<file path="src/rtl/adc_sc_pkg.sv">
package adc_sc_pkg;
    typedef enum logic [1:0] {
        ST_IDLE   = 2'd0,
        ST_LAUNCH = 2'd1,
        ST_CONV   = 2'd2
    } adc_sc_state_t;
endpackage

</file>
<file path="src/rtl/adc_sc_trig.sv">
module adc_sc_trig #(
    parameter int N_TRIG   = 8,
    parameter int SEL_W    = $clog2(N_TRIG),
    parameter int FLAG_SRC = 0
) (
    input  logic              clk,
    input  logic              rst_n,
    input  logic [N_TRIG-2:0] trig_ext,
    input  logic              flag_i,
    input  logic [SEL_W-1:0]  sel,
    output logic              edge_o
);
    logic [N_TRIG-1:0] src;
    logic              prev_q;
    logic [SEL_W-1:0]  sel_q;

    // Map the completion flag into slot FLAG_SRC, externals around it.
    for (genvar g = 0; g < N_TRIG; g++) begin : g_src
        if (g == FLAG_SRC) begin : g_flag
            assign src[g] = flag_i;
        end else if (g < FLAG_SRC) begin : g_lo
            assign src[g] = trig_ext[g];
        end else begin : g_hi
            assign src[g] = trig_ext[g-1];
        end
    end

    always_ff @(posedge clk or negedge rst_n) begin
        if (!rst_n) begin
            prev_q <= 1'b0;
            sel_q  <= '0;
        end else begin
            prev_q <= src[sel];
            sel_q  <= sel;
        end
    end

    // An edge counts only when the select was steady across the sample pair.
    assign edge_o = src[sel] & ~prev_q & (sel == sel_q);
endmodule

</file>
<file path="src/rtl/adc_sc_flag.sv">
module adc_sc_flag (
    input  logic clk,
    input  logic rst_n,
    input  logic set_i,
    input  logic clr_i,
    output logic flag_o
);
    always_ff @(posedge clk or negedge rst_n) begin
        if (!rst_n)     flag_o <= 1'b0;
        else if (set_i) flag_o <= 1'b1;
        else if (clr_i) flag_o <= 1'b0;
    end

    assert_flag_set_R8: assert property (@(posedge clk) disable iff (!rst_n)
        set_i |=> flag_o);
    assert_flag_clr_R8: assert property (@(posedge clk) disable iff (!rst_n)
        (clr_i && !set_i) |=> !flag_o);
endmodule

</file>
<file path="src/rtl/adc_sc_fsm.sv">
module adc_sc_fsm
    import adc_sc_pkg::*;
#(
    parameter int CH_W = 5
) (
    input  logic            clk,
    input  logic            rst_n,
    input  logic            enable,
    input  logic            start_wr,
    input  logic            auto_en,
    input  logic            trig_edge,
    input  logic [CH_W-1:0] chan_sel,
    input  logic            conv_done,
    output logic            start_pulse,
    output logic            presc_rst,
    output logic            busy,
    output logic [CH_W-1:0] chan_active,
    output logic            done_evt
);
    adc_sc_state_t state_q, state_d;
    logic          sw_go, hw_go, by_trig_q;

    assign sw_go = enable && start_wr;
    assign hw_go = enable && auto_en && trig_edge;

    always_comb begin
        state_d = state_q;
        unique case (state_q)
            ST_IDLE:   if (sw_go || hw_go) state_d = ST_LAUNCH;
            ST_LAUNCH: state_d = ST_CONV;
            ST_CONV:   if (conv_done)      state_d = ST_IDLE;
            default:   state_d = ST_IDLE;
        endcase
        if (!enable) state_d = ST_IDLE;
    end

    always_ff @(posedge clk or negedge rst_n) begin
        if (!rst_n) begin
            state_q     <= ST_IDLE;
            chan_active <= '0;
            by_trig_q   <= 1'b0;
        end else begin
            state_q <= state_d;
            if (state_q == ST_IDLE && state_d == ST_LAUNCH) begin
                chan_active <= chan_sel;
                by_trig_q   <= !sw_go;
            end
        end
    end

    always_comb begin
        start_pulse = (state_q == ST_LAUNCH);
        presc_rst   = (state_q == ST_LAUNCH) && by_trig_q;
        busy        = (state_q != ST_IDLE);
        done_evt    = (state_q == ST_CONV) && conv_done && enable;
    end

    assert_no_start_disabled_R1: assert property (@(posedge clk) disable iff (!rst_n)
        !enable |=> (!start_pulse && !busy));
    assert_busy_hold_R2: assert property (@(posedge clk) disable iff (!rst_n)
        (busy && enable && !conv_done) |=> busy);
    assert_chan_stable_R3: assert property (@(posedge clk) disable iff (!rst_n)
        busy |=> $stable(chan_active));
    assert_presc_with_start_R4: assert property (@(posedge clk) disable iff (!rst_n)
        presc_rst |-> start_pulse);
    assert_no_restart_busy_R5: assert property (@(posedge clk) disable iff (!rst_n)
        busy |=> !start_pulse);
    assert_done_idle_R2: assert property (@(posedge clk) disable iff (!rst_n)
        done_evt |=> !busy);
endmodule

</file>
<file path="src/rtl/adc_start_ctrl.sv">
module adc_start_ctrl #(
    parameter int N_TRIG   = 8,
    parameter int CH_W     = 5,
    parameter int FLAG_SRC = 0,
    localparam int SEL_W   = $clog2(N_TRIG)
) (
    input  logic              clk,
    input  logic              rst_n,
    input  logic              enable,
    input  logic              start_wr,
    input  logic              auto_en,
    input  logic [SEL_W-1:0]  trig_sel,
    input  logic [N_TRIG-2:0] trig_ext,
    input  logic              flag_clr,
    input  logic [CH_W-1:0]   chan_sel,
    input  logic              conv_done,
    output logic              start_pulse,
    output logic              presc_rst,
    output logic [CH_W-1:0]   chan_active,
    output logic              busy,
    output logic              done_flag
);
    logic trig_edge, done_evt;

    adc_sc_trig #(.N_TRIG(N_TRIG), .SEL_W(SEL_W), .FLAG_SRC(FLAG_SRC)) u_trig (
        .clk(clk), .rst_n(rst_n), .trig_ext(trig_ext), .flag_i(done_flag),
        .sel(trig_sel), .edge_o(trig_edge)
    );

    adc_sc_flag u_flag (
        .clk(clk), .rst_n(rst_n), .set_i(done_evt), .clr_i(flag_clr), .flag_o(done_flag)
    );

    adc_sc_fsm #(.CH_W(CH_W)) u_fsm (
        .clk(clk), .rst_n(rst_n), .enable(enable), .start_wr(start_wr),
        .auto_en(auto_en), .trig_edge(trig_edge), .chan_sel(chan_sel),
        .conv_done(conv_done), .start_pulse(start_pulse), .presc_rst(presc_rst),
        .busy(busy), .chan_active(chan_active), .done_evt(done_evt)
    );

    // a flag-sourced start needs the flag to have risen, so it cannot launch while the flag was already high.
    assert_flag_src_rise_R9: assert property (@(posedge clk) disable iff (!rst_n)
        (!busy && auto_en && enable && !start_wr && trig_sel == SEL_W'(FLAG_SRC)
         && done_flag && $stable(done_flag) && $stable(trig_sel)) |=> !start_pulse);
endmodule

</file>
<file path="config.mk">
export PLATFORM = sky130hd
export DESIGN_NAME = adc_start_ctrl
export DESIGN_NICKNAME = d
export VERILOG_FILES = /design/src/rtl/adc_sc_pkg.sv /design/src/rtl/adc_sc_trig.sv /design/src/rtl/adc_sc_flag.sv /design/src/rtl/adc_sc_fsm.sv /design/src/rtl/adc_start_ctrl.sv
export SDC_FILE = /design/constraint.sdc
export NUM_CORES = 1
export LEC_CHECK = 0
export ABC_AREA = 1
export BUFFER_PORTS_ARGS = -buffer_cell sky130_fd_sc_hd__buf_4
export CAP_MARGIN = 20
export CORE_UTILIZATION = 45
export DETAILED_ROUTE_END_ITERATION = 16
export PLACE_DENSITY = 0.76
export SETUP_SLACK_MARGIN = 0.1
export SYNTH_ARGS = -nofsm -noshare
export SYNTH_HDL_FRONTEND = slang
export SYNTH_SLANG_ARGS = --single-unit
</file>
<file path="constraint.sdc">
create_clock -name clk -period 1.55 [get_ports clk]
set_clock_uncertainty 0.2 [all_clocks]
set_input_delay 0.2325 -clock clk [delete_from_list [all_inputs] [get_ports clk]]
set_output_delay 0.2325 -clock clk [all_outputs]
set_load 0.01 [all_outputs]
</file>
# After elaboration in Yosys (flattened, before gate mapping)
# Cells that the tools add are included.
# Widths: inputs -> output; s select.
totals:
  wordCells: 34
  ram_bits: 0
  latch_bits: 0
  romBits: 0
  register_bits: 13
  mem_count: 0
  input_bits: 22
  output_inout_bits: 9
op_classes:
  magnitude_cmp: 1
  bitwise: 3
  n_reduce_logical: 12
  shift: 0
  n_div: 0
  n_mux: 8
  multipliers: 0
  n_eq_ne: 4
  add_sub_neg: 0
ops:
  columns: ["cell", "count"]
  rows:
  - ["$logic_and 1x1->1", 7]
  - ["$mux 2", 3]
  - ["$pmux 2 s3", 1]
  - ["$eq 2x1->1 const B", 2]
  - ["$lt 3x4->1 const B", 1]
  - ["$reduce_bool 2->1", 2]
  - ["$bmux 1 s3", 1]
  - ["$eq 3x3->1", 1]
  - ["$mux 1", 3]
  - ["$and 1x1->1", 2]
  - ["$eq 2x2->1 const B", 1]
  - ["$logic_not 2->1", 1]
  - ["$logic_not 1->1", 1]
  - ["$logic_or 1x1->1", 1]
  - ["$not 1->1", 1]

# Logic depth before layout (Yosys ltp)
depth:
  ltp_word: 11
  depth_mapped: 11
  ltp_nobuf: 11

# Hierarchy
# A second synthesis with hierarchy kept.
hier_totals:
  cells_unflattened: 94
  area_unflattened_um2: 689.4
by_module_without_submodules:
  columns: ["module", "n_inst", "area_each_um2", "seq_area_each_um2", "cells_each"]
  rows:
  - ["adc_sc_fsm", 1, 390.4, 200.2, 45]
  - ["adc_sc_trig", 1, 259.0, 100.1, 44]
  - ["adc_sc_flag", 1, 40.0, 25.0, 5]

# Worst setup path after synthesis
# OpenSTA, ideal clock, no wires.
synth_path:
  kind: "flip-flop to flip-flop"
  from: "register u_trig.prev_q"
  to: "register u_fsm.chan_active[0]"
  setup_slack_ns: 0.256
  synth_period_minus_slack_ns: 1.294
  path_stages_with_launch: 9
  required_time_ns: 1.233
  setup_time_ns: 0.117
  t_arrival_ns: 0.978
  n_path_buf: 0
  path_cell_list: "dfrtp_1 -> nor2_4 -> nand3_2 -> nor2_2 -> nand3_2 -> nand2_4 -> nand2_4 -> nand2_1 -> nand2_1"
synth_between:
  elab_chain_len: 10
synth_rtl:
  columns: ["element", "line", "source"]
  rows:
  - ["start, declared", "adc_sc_trig.sv:14", "logic prev_q;"]
  - ["start signal, assigned", "adc_sc_trig.sv:33", "prev_q <= src[sel];"]
  - ["$not 1->1", "adc_sc_trig.sv:39", "assign edge_o = src[sel] & ~prev_q & (sel == sel_q);"]
  - ["$and 1x1->1 (2 in a row)", "adc_sc_trig.sv:39", null]
  - ["$logic_and 1x1->1", "adc_sc_fsm.sv:24", "assign hw_go = enable && auto_en && trig_edge;"]
  - ["$logic_or 1x1->1", "adc_sc_fsm.sv:29", "ST_IDLE: if (sw_go || hw_go) state_d = ST_LAUNCH;"]
  - ["$mux 2", "adc_sc_fsm.sv:29", null]
  - ["$pmux 2 s3", "adc_sc_fsm.sv:28", "unique case (state_q)"]
  - ["$mux 2", "adc_sc_fsm.sv:34", "if (!enable) state_d = ST_IDLE;"]
  - ["$eq 2x1->1", "adc_sc_fsm.sv:44", "if (state_q == ST_IDLE && state_d == ST_LAUNCH) begin"]
  - ["$logic_and 1x1->1", "adc_sc_fsm.sv:44", null]
  - ["end signal, assigned", "adc_sc_fsm.sv:45", "chan_active <= chan_sel;"]
  - ["end, declared", "adc_sc_fsm.sv:17", "output logic [CH_W-1:0] chan_active,"]
# Every way passes these cells.
# A chain may end at the register's enable or synchronous reset.

# Worst setup path after layout
layout_path:
  from: "register u_trig.sel_q[1]"
  to: "register u_fsm.chan_active[2]"
layout_between:
  elab_chain_len: 9
layout_rtl:
  columns: ["element", "line", "source"]
  rows:
  - ["start, declared", "adc_sc_trig.sv:15", "logic [SEL_W-1:0] sel_q;"]
  - ["start signal, assigned", "adc_sc_trig.sv:34", "sel_q <= sel;"]
  - ["$eq 3x3->1", "adc_sc_trig.sv:39", null]
  - ["$and 1x1->1", "adc_sc_trig.sv:39", null]
  - ["$logic_and 1x1->1", "adc_sc_fsm.sv:24", null]
  - ["$logic_or 1x1->1", "adc_sc_fsm.sv:29", null]
  - ["$mux 2", "adc_sc_fsm.sv:29", null]
  - ["$pmux 2 s3", "adc_sc_fsm.sv:28", null]
  - ["$mux 2", "adc_sc_fsm.sv:34", null]
  - ["$eq 2x1->1", "adc_sc_fsm.sv:44", null]
  - ["$logic_and 1x1->1", "adc_sc_fsm.sv:44", null]
# Every way passes these cells.

==> impl_metrics.csv <==
group,metric,value,unit
outcome,run_status,"complete, no violations",
critical_path,critPathTopFamily,"simple AND/OR/NAND/NOR gates",
critical_path,critical_path.most_common_cell,"sky130_fd_sc_hd__nand2_1",
floorplanning,width_of_the_chip,41.6,µm
yosys,synth_top_cell_by_area,"sky130_fd_sc_hd__dfrtp_1",
placed_design,post_placement_worst_setup_slack,136,ps
power_and_ir_drop,power_density_over_cell_area,779,nW/µm²
placed_design,post-place-cells,135,
final_layout,antenna_cells_inserted,0,
timing,final.hold.worst_slack,8.94,ps
yosys,synth.cell_area,704,µm²
global_routing,first_global_vias,689,
critical_path,crit_required,1500,ps
critical_path,timing_worst_setup_path_type,"flop to flop",
final_layout,nNetsFinal,160,
floorplanning,io-pin-count,31,
timing,post-route-min-period,1520,ps
timing,final_min_period_over_clock_period,0.979,
floorplanning,dieHeight,41.6,µm
critical_path,worstSetupPathDepth,10,
yosys,fraction_of_synthesized_cell_area_taken_by_the_top_area_cell_type,0.462,
timing,rsz_0062_raised_after_global_routing,"true",
global_routing,grt_first_pass_wirelength,2970,µm
placed_design,port-buffer-count,30,
critical_path,crit_path_start,"u_trig.sel_q[1]",
floorplanning,initial_utilization,0.510,
final_layout,area_delta_synth_final,62.3,%
drt,routedWlPerCell,12.2,µm
yosys,synth.yosys.seq_area_share,0.462,
global_routing,global_route.overflow_total,0,
drt,drt_pre_antenna_iters,4,
clock_tree,clock_sinks,13,
clock_tree,clock_latency,270,ps
placed_design,hpwlAfterDp,1150,µm
timing,worst_slew_margin_rel,0.879,
critical_path,crit_arrival,1470,ps
drt,drtAntennaViolNets,0,
yosys,synth_warnings,0,
clock_tree,clk_root_buffer_cell,"sky130_fd_sc_hd__clkbuf_4",
critical_path,crit_path_end,"u_fsm.chan_active[2]",
clock_tree,cts_tree,"done",
critical_path,critPathMaxFanout,7,
drt,overall_via_count_from_detail_route,739,
hold_path,min-delay-path-class,"primary input to flop",
critical_path,r2r_slack,30,ps
timing,hold_viol_final,0,
timing,clock.fmax,659,MHz
drt,drt_first_iter_violations,14,
power_and_ir_drop,p_leak,0.637,nW
clock_tree,clk_pin_slew,80,ps
global_routing,gr-usage-all-layers,0.228,
run,maxCapViolCount,0,
critical_path,reg2regPathDepth,10,
critical_path,r2r-start,"u_trig.sel_q[1]",
global_routing,grt_antenna_before_repair,0,
floorplanning,core.rowCount,13,
final_layout,post_route_cells_drive_above_1_share,0.409,
clock_tree,clk_path_buf_depth,2,
yosys,synthCells,90,
drt,vias_per_cell,4.86,
yosys,yosys.cell_types.count,17,
power_and_ir_drop,ir_worst_vdd,0.000787,V
placed_design,routabilityCongestion,0.794,
drt,detailed_route_drc_error_count,0,
timing,layout_setup_ws,31.8,ps
yosys,yosys_register_bits,13,
yosys,ys_top_cells_by_area,"sky130_fd_sc_hd__dfrtp_1, sky130_fd_sc_hd__nand2_1, sky130_fd_sc_hd__nand3_1, sky130_fd_sc_hd__inv_1, sky130_fd_sc_hd__nand3_2",
yosys,post_synth.cell_area_avg,7.83,µm²
timing,timing_max_transition_violations_final,0,
floorplanning,placeableCoreArea,1380,µm²
floorplanning,floorplan.die_area,1730,µm²
critical_path,start_kind,"flop",
yosys,syn-num-nets,112,
clock_tree,cts-htree-levels,1,
critical_path,cp_slowest_cell,"sky130_fd_sc_hd__dfrtp_1",
global_routing,grt_max_degree,14,
final_layout,final_cells,152,
critical_path,crit_chain,"nand2_1 -> nand2_1 -> inv_1 -> nand2_1 -> nor2_2 -> nand3_2 -> nand2_4 -> nand2_4 -> nand2_1 -> nand2_1",
timing,worst_slew_pin_slew,181,ps
timing,finalSetupViolations,0,
critical_path,timing.critical_path.buf_inv,1,
final_layout,filler_cell_count,89,
drt,wirelength_routed,1850,µm
clock_tree,numCtsBuffers,3,
critical_path,reg2reg_to,"u_fsm.chan_active[2]",
critical_path,crit_path_capture_type,"flop",
critical_path,critPathMaxStageDelay,390,ps
## worst min path at each step
stage	startpoint	end	slack, ps	cells past startpoint
6_report	conv_done	u_flag.flag_o	9	3
5_1_grt	conv_done	u_flag.flag_o	30	3
3_3_place_gp	rst_n	u_fsm.state_q[1]	-120	1
3_5_place_dp	rst_n	u_fsm.state_q[1]	-110	1
4_1_cts	conv_done	u_flag.flag_o	5	3
2_1_floorplan	rst_n	u_flag.flag_o	-260	0
## per-stage QoR
stage               power (mW)   util  cell area, µm²  setup TNS, ps
detailed placement       0.633  0.686             948              0
global placement         0.631  0.686             948              0
CTS                      0.864  0.779            1080              0
global route             0.948  0.827            1140          -63.3
finish                   0.891  0.827            1140              0
floorplan                0.514      -             704              0
## cell usage in the layout, fill, tap and decap left out
| master | n |
|---|---|
| sky130_fd_sc_hd__nand3_1 | 12 |
| sky130_fd_sc_hd__inv_1 | 13 |
| sky130_fd_sc_hd__nand2_4 | 3 |
| sky130_fd_sc_hd__xnor2_1 | 1 |
| sky130_fd_sc_hd__dfrtp_1 | 13 |
| sky130_fd_sc_hd__nor2_1 | 2 |
| sky130_fd_sc_hd__clkbuf_4 | 3 |
| sky130_fd_sc_hd__and2_1 | 1 |
| sky130_fd_sc_hd__a21oi_1 | 1 |
| sky130_fd_sc_hd__nand2_1 | 26 |
| sky130_fd_sc_hd__clkbuf_1 | 1 |
| sky130_fd_sc_hd__and3_4 | 1 |
| sky130_fd_sc_hd__buf_4 | 30 |
| sky130_fd_sc_hd__dlygate4sd3_1 | 10 |
| sky130_fd_sc_hd__nor2_8 | 1 |
| sky130_fd_sc_hd__nor2_2 | 2 |
| sky130_fd_sc_hd__nor2_4 | 1 |
| sky130_fd_sc_hd__o21ai_0 | 1 |
| sky130_fd_sc_hd__nand2_2 | 2 |
| sky130_fd_sc_hd__buf_6 | 1 |
| sky130_fd_sc_hd__inv_2 | 7 |
| sky130_fd_sc_hd__buf_12 | 2 |
| sky130_fd_sc_hd__nand3_2 | 3 |
## worst min-delay path: stages
cell	delay [ps]
sky130_fd_sc_hd__buf_4	80
sky130_fd_sc_hd__nand3_1	70
sky130_fd_sc_hd__o21ai_0	70
## area by class of cell
type / instances / area (µm²) / share of cell area
Timing Repair Buffer: 43 / 377 / 0.329
Sequential cell: 13 / 325 / 0.284
Inverter: 20 / 75.1 / 0.0656
Clock buffer: 4 / 26.3 / 0.0230
Multi-Input combinational cell: 57 / 322 / 0.281
Tap cell: 15 / 18.8 / 0.0164
## registers in the layout, indices dropped and copies added, names as in the netlist
signal and cells:
u_fsm.chan_active 5, u_flag.flag_o 1, u_fsm.state_q 2, u_trig.prev_q 1, u_trig.sel_q 3, u_fsm.by_trig_q 1
## synth_stat cells, drive strengths merged
cell type / instances
a21oi: 1
and2: 1
and3: 1
dfrtp: 13
inv: 20
nand2: 31
nand3: 15
nor2: 6
o21ai: 1
xnor2: 1
## where the power goes
part | switching [mW] | total (mW) | internal (mW) | leakage, nW
sequential | 0.0280 | 0.408 | 0.380 | 0.161
clock | 0.106 | 0.206 | 0.0997 | 0.0150
combinational | 0.129 | 0.278 | 0.150 | 0.461
## repair_timing
action	4_1_cts	5_1_grt
hold endpoints to repair	22	0
buffers inserted	0	3
endpoints found under the setup margin	1	9
pin swaps	0	2
gates resized for setup	1	5
hold buffers	10	0
## per-layer routing
metal,share of wire,global-route usage,vias up
met5,0,0,-
met4,0.0097,0.0387,0
met3,0.063,0.0696,4
met2,0.53,0.394,32
met1,0.40,0.284,340
li1,-,-,363
## kinds of logic (layout without fill, tap and decap cells)
group / after synthesis / count (layout) / synth area share
AOI/OAI and AO/OA: 2 / 2 / 0.0142
xor gates and xnor gates: 1 / 1 / 0.0124
buffers and inverters: 20 / 67 / 0.107
DFF: 13 / 13 / 0.462
and+or+nand+nor: 54 / 54 / 0.405
Note: power is estimated with default switching activity, not from simulation.
